### config.mk
export PLATFORM = sky130hd
export DESIGN_NAME = main_ctrl_dec
export DESIGN_NICKNAME = d
export VERILOG_FILES = /design/src/rtl/main_ctrl_dec.sv
export SDC_FILE = /design/constraint.sdc
export NUM_CORES = 1
export LEC_CHECK = 0
export BUFFER_PORTS_ARGS = -buffer_cell sky130_fd_sc_hd__buf_2
export CAP_MARGIN = 20
export CORE_AREA = 2 2 39 41
export DETAILED_ROUTE_END_ITERATION = 6
export DIE_AREA = 0 0 41 43
export GPL_TIMING_DRIVEN = 0
export MAX_ROUTING_LAYER = met4
export SLEW_MARGIN = 20
export SYNTH_ARGS = -nofsm -noshare
export SYNTH_HDL_FRONTEND = slang
export SYNTH_SLANG_ARGS = --single-unit
### constraint.sdc
create_clock -name vclk -period 1.84
set_input_delay 0.368 -clock vclk [all_inputs]
set_output_delay 0.368 -clock vclk [all_outputs]
set_load 0.02 [all_outputs]
### src/rtl/main_ctrl_dec.sv
module main_ctrl_dec #(
  parameter int OPW = 6,
  parameter logic [OPW-1:0] OP_RRR   = 6'h00,
  parameter logic [OPW-1:0] OP_LOAD  = 6'h23,
  parameter logic [OPW-1:0] OP_STORE = 6'h2B,
  parameter logic [OPW-1:0] OP_BEQ   = 6'h04,
  parameter logic [OPW-1:0] OP_JUMP  = 6'h02
) (
  input  logic [OPW-1:0] opcode_i,
  output logic           dst_sel_rd_o,
  output logic           alu_b_imm_o,
  output logic           wb_from_mem_o,
  output logic           rf_we_o,
  output logic           dmem_re_o,
  output logic           dmem_we_o,
  output logic           is_branch_o,
  output logic           is_jump_o,
  output logic [1:0]     alu_class_o
);

  localparam int CW = 10;
  // ctl order: rf_we, dst_rd, b_imm, wb_mem, dm_re, dm_we, branch, jump, class[1:0]
  logic [CW-1:0] ctl;

  always_comb begin
    unique case (opcode_i)
      OP_RRR:   ctl = 10'b1100000010;
      OP_LOAD:  ctl = 10'b1011100000;
      OP_STORE: ctl = 10'b0010010000;
      OP_BEQ:   ctl = 10'b0000001001;
      OP_JUMP:  ctl = 10'b0010000100;
      default:  ctl = '0;
    endcase
  end

  assign {rf_we_o, dst_sel_rd_o, alu_b_imm_o, wb_from_mem_o, dmem_re_o,
          dmem_we_o, is_branch_o, is_jump_o, alu_class_o} = ctl;

  logic known_op;
  assign known_op = (opcode_i == OP_RRR) || (opcode_i == OP_LOAD) ||
                    (opcode_i == OP_STORE) || (opcode_i == OP_BEQ) ||
                    (opcode_i == OP_JUMP);

  always_comb begin
    p_single_action_r7: assert ($onehot0({rf_we_o, dmem_we_o, is_branch_o, is_jump_o}))
      else $error("more than one action enabled");
    p_load_path_r7: assert (!dmem_re_o || (wb_from_mem_o && rf_we_o && alu_b_imm_o))
      else $error("memory read without write-back path");
    p_rd_dest_r1: assert (!dst_sel_rd_o || (alu_class_o == 2'b10 && !alu_b_imm_o && rf_we_o))
      else $error("rd destination outside register-register class");
    p_branch_sub_r4: assert (!is_branch_o || (alu_class_o == 2'b01 && !alu_b_imm_o))
      else $error("branch without compare class");
    p_unknown_quiet_r6: assert (known_op || {rf_we_o, dmem_we_o, dmem_re_o, is_branch_o, is_jump_o} == 5'b0)
      else $error("unrecognised opcode enabled an action");
  end

endmodule

Word-level counts from Yosys, hierarchy flattened

Index checks and enable logic that the tools add are counted.

Output and inout port bits: 10
Input port bits: 6
Flip-flop bits (word level): 0
Logic and storage cells: 6

Muxes and demuxes: 1
Reduce and logical (&&, ||, !) cells: 1
Equality and inequality tests: 4

Operators by type and width:

| operator             | number |
|---|---|
| $pmux W10 S5         | 1 |
| $eq A6 B6 Y1 const B | 2 |
| $eq A6 B2 Y1 const B | 1 |
| $eq A6 B3 Y1 const B | 1 |
| $logic_not A6 Y1     | 1 |

Logic depth before layout (Yosys ltp)

Depth after elaboration: 2
Gate-level depth with buffers: 3
Mapped depth without buffers: 2

Worst setup path before layout

No wires, ideal clock.

Path type: input to output
From: in opcode_i[1]
To: out alu_class_o[0]
Path buffers: 1
Stages: 3
Data required time: 1.472 ns
Setup slack: -0.434 ns
Data arrival time: 1.906 ns
Cells stage by stage: or3_1 > nor4b_1 > buf_4

Longest elaborated chain between the ends: 2
Elaborated cells between the ends (all ways): 6
Classes of those cells: 4 x eq/ne; 1 x mux; 1 x reduce/logical

Ends and longest elaborated chain:

| what                                 | line | text |
|---|---|---|
| start, declared                      | 9    | `input logic [OPW-1:0] opcode_i,` |
| $eq A6 B2 Y1 (tied with other cells) | 26   | `unique case (opcode_i)` |
| $pmux W10 S5 *                       | 26   |  |
| end, declared                        | 18   | `output logic [1:0] alu_class_o` |

Mark *: on every way between the ends. The rest lies on a longest branch, timed or not.

Final worst setup path

Ends and elaborated chain as after synthesis.

==> summary.md <==
| Metric | Value |
|---|---|
| Status | `complete, no violations` |
| Area of the multi-input gates | `98.84 um^2` |
| GRT Util Overall | `4.401%` |
| Final min period | `1.762 ns` |
| Number of global-route vias before repair | `138` |
| Die Area | `1763 um^2` |
| Die Ht | `43 um` |
| Int Power | `0.00001232 W` |
| DR vias/cell | `3.702` |
| Switch share | `58.33%` |
| Worst Path Buf+Inv | `2` |
| Placer's final routability congestion estimate | `0.6857` |
| Util after Layout | `15.91%` |
| DR vias | `174` |
| Clock Power Share | `0%` |
| Initial Util | `7.595%` |
| Max Fclk | `567.5 MHz` |
| Fill cells | `161` |
| Finish-stage setup viols | `0` |
| Placed instance count | `48` |
| Port buffer count | `16` |
| Initial drt markers | `1` |
| Area contributors post-synth | `buf_4 (21%), or3_1 (18%), nor4b_1 (17%), a2111oi_2 (14%), nor2_1 (7.1%)` |
| Final Hold Viols | `0` |
| Most used cell, CP | `buf_2` |
| Sum Neg Setup Slack | `0 ns` |
| Syn Inst Count | `16` |
| Gate power share | `100.0%` |
| # IOs | `16` |
| Synthesized area per cell | `6.569 um^2` |
| Setup crit end kind | `primary output` |
| Die Wd | `41 um` |
| Worst setup endpoint | `alu_class_o[0]` |
| Row cnt | `14` |
| Max Cap Violations | `0` |
| CORE AREA | `1384 um^2` |
| Final period util | `95.77%` |
| Slew @ Worst Pin | `0.2645 ns` |
| Global-route wire length before repair | `565 um` |
| Max VDD drop | `0.03620 mV` |
| Area share of the largest cell type after synthesis | `21.43%` |
| Max Slew Vio Count | `0` |
| CP max stage delay | `0.41 ns` |
| Final antenna-violating net count | `0` |
| Crit-path leading delay family | `simple AND/OR/NAND/NOR gates` |
| Fin nets | `39` |
| Net Switching | `0.00001725 W` |
| Synth warn | `0` |
| Detailed Route WL | `409 um` |
| Post-Syn Nets | `22` |
| Sequential-to-total area share from yosys stat | `0%` |
| Yosys cell types | `10` |
| Worst Hold Class | `primary input to primary output` |
| Final std cells w/o fill | `47` |
| DRT Pass-1 Iters | `3` |
| # DRC | `0` |
| Seq cells | `0` |
| WP data required | `1.47 ns` |
| Leak | `0.1165 nW` |
| Hold Path Origin | `opcode_i[2]` |
| Crit Path Class | `primary input to primary output` |
| Crit-path max FO | `3` |
| Crit path launch type | `primary input` |
| GR Overflow Total | `0` |
| Register Area | `0 um^2` |
| Clock buf count | `0` |
| Worst path depth | `4` |
| WHS | `1.042 ns` |
| Post-synth top area cell | `buf_4` |
| Routed WL per cell | `8.702 um` |
| Pwr dens | `134.3 nW/um^2` |
| Largest net degree at the start of global routing | `6` |
| Max-slew headroom | `82.33%` |
| Arr. time, crit path | `1.39 ns` |
| Crit. Startpoint | `opcode_i[1]` |
| Sequential power share | `0%` |
| Unrepaired setup endpoints after global routing | `no` |
| # Post-CTS Setup Buffers | `0` |
| Crit-path cells | `buf_2, or3_4, nor4b_4, buf_2` |
| Synth-to-layout area growth | `109.5%` |
| Post-DP HPWL | `361 um` |
| Layout cells sized above 1 | `67.74%` |
| Antenna diodes | `0` |
| Post-Syn Area | `105.1 um^2` |
| Worst path slowest cell | `or3_4` |
| Antenna violations before repair | `0` |
cells in the final DEF (no fill, tap or decap), drive strengths merged:
master	n
a21oi	1
inv	1
or3	3
nand3	1
nor4	1
a2111oi	1
nor2	2
buf	18
nor4b	2
nand2	1
logic make-up after synthesis:
kind of cell           after synthesis  share of synthesized area, %
AO/OA/AOI/OAI                        2                         19.04
buffers and inverters                4                         25.00
AND/OR/NAND/NOR                     10                         55.96
metrics by stage:
step                total power (W)  setup slack (ns)  area, um^2
global placement         0.00002811          -0.04753       220.2
global route             0.00003229           0.02101       220.2
detailed placement       0.00002870          -0.06421       220.2
finish                   0.00002957           0.07782       220.2
floorplan                0.00001312           0.03074       120.1
CTS                      0.00002983           0.02021       225.2
routing by layer:
metal	routed length (um)	track usage, %	vias up
met5	0	-	-
met4	0	0	0
met3	49	1.047	0
met2	181	6.563	7
met1	178	6.329	78
li1	-	-	89
area by class of cell:
cell class         instances  area share [%]
repair buffers            16           37.50
plain buffers              2           6.818
inverters                  1           1.705
well taps                 16           9.091
multi-input cells         12           44.89
worst min-delay path by stage:
stage	cells past startpoint	slack, ns	endpoint
4_1_cts	3	1.05	alu_b_imm_o
2_1_floorplan	1	0.78	is_branch_o
3_5_place_dp	3	1.05	is_jump_o
3_3_place_gp	3	1.04	alu_b_imm_o
5_1_grt	3	1.07	alu_b_imm_o
6_report	3	1.04	alu_b_imm_o
Yosys cell counts:
cell / n
a21oi_1: 1
buf_4: 3
a2111oi_2: 1
nor2_1: 2
inv_1: 1
nor4b_1: 2
nor4_1: 1
nand3_1: 1
nand2_1: 1
or3_1: 3
timing repair:
item,CTS,global route
endpoints found under the setup margin,1,2
hold buffers,0,0
pin swaps,1,2
resized for setup,1,1
power groups by stage:
stage,logic (W),registers [W],clock network (W)
after floorplan,0.0000131,0,0
after global placement,0.0000281,0,0
after global routing,0.0000323,0,0
after CTS,0.0000298,0,0
final,0.0000296,0,0
after detailed placement,0.0000287,0,0
Power figures use the tool's default switching activity.
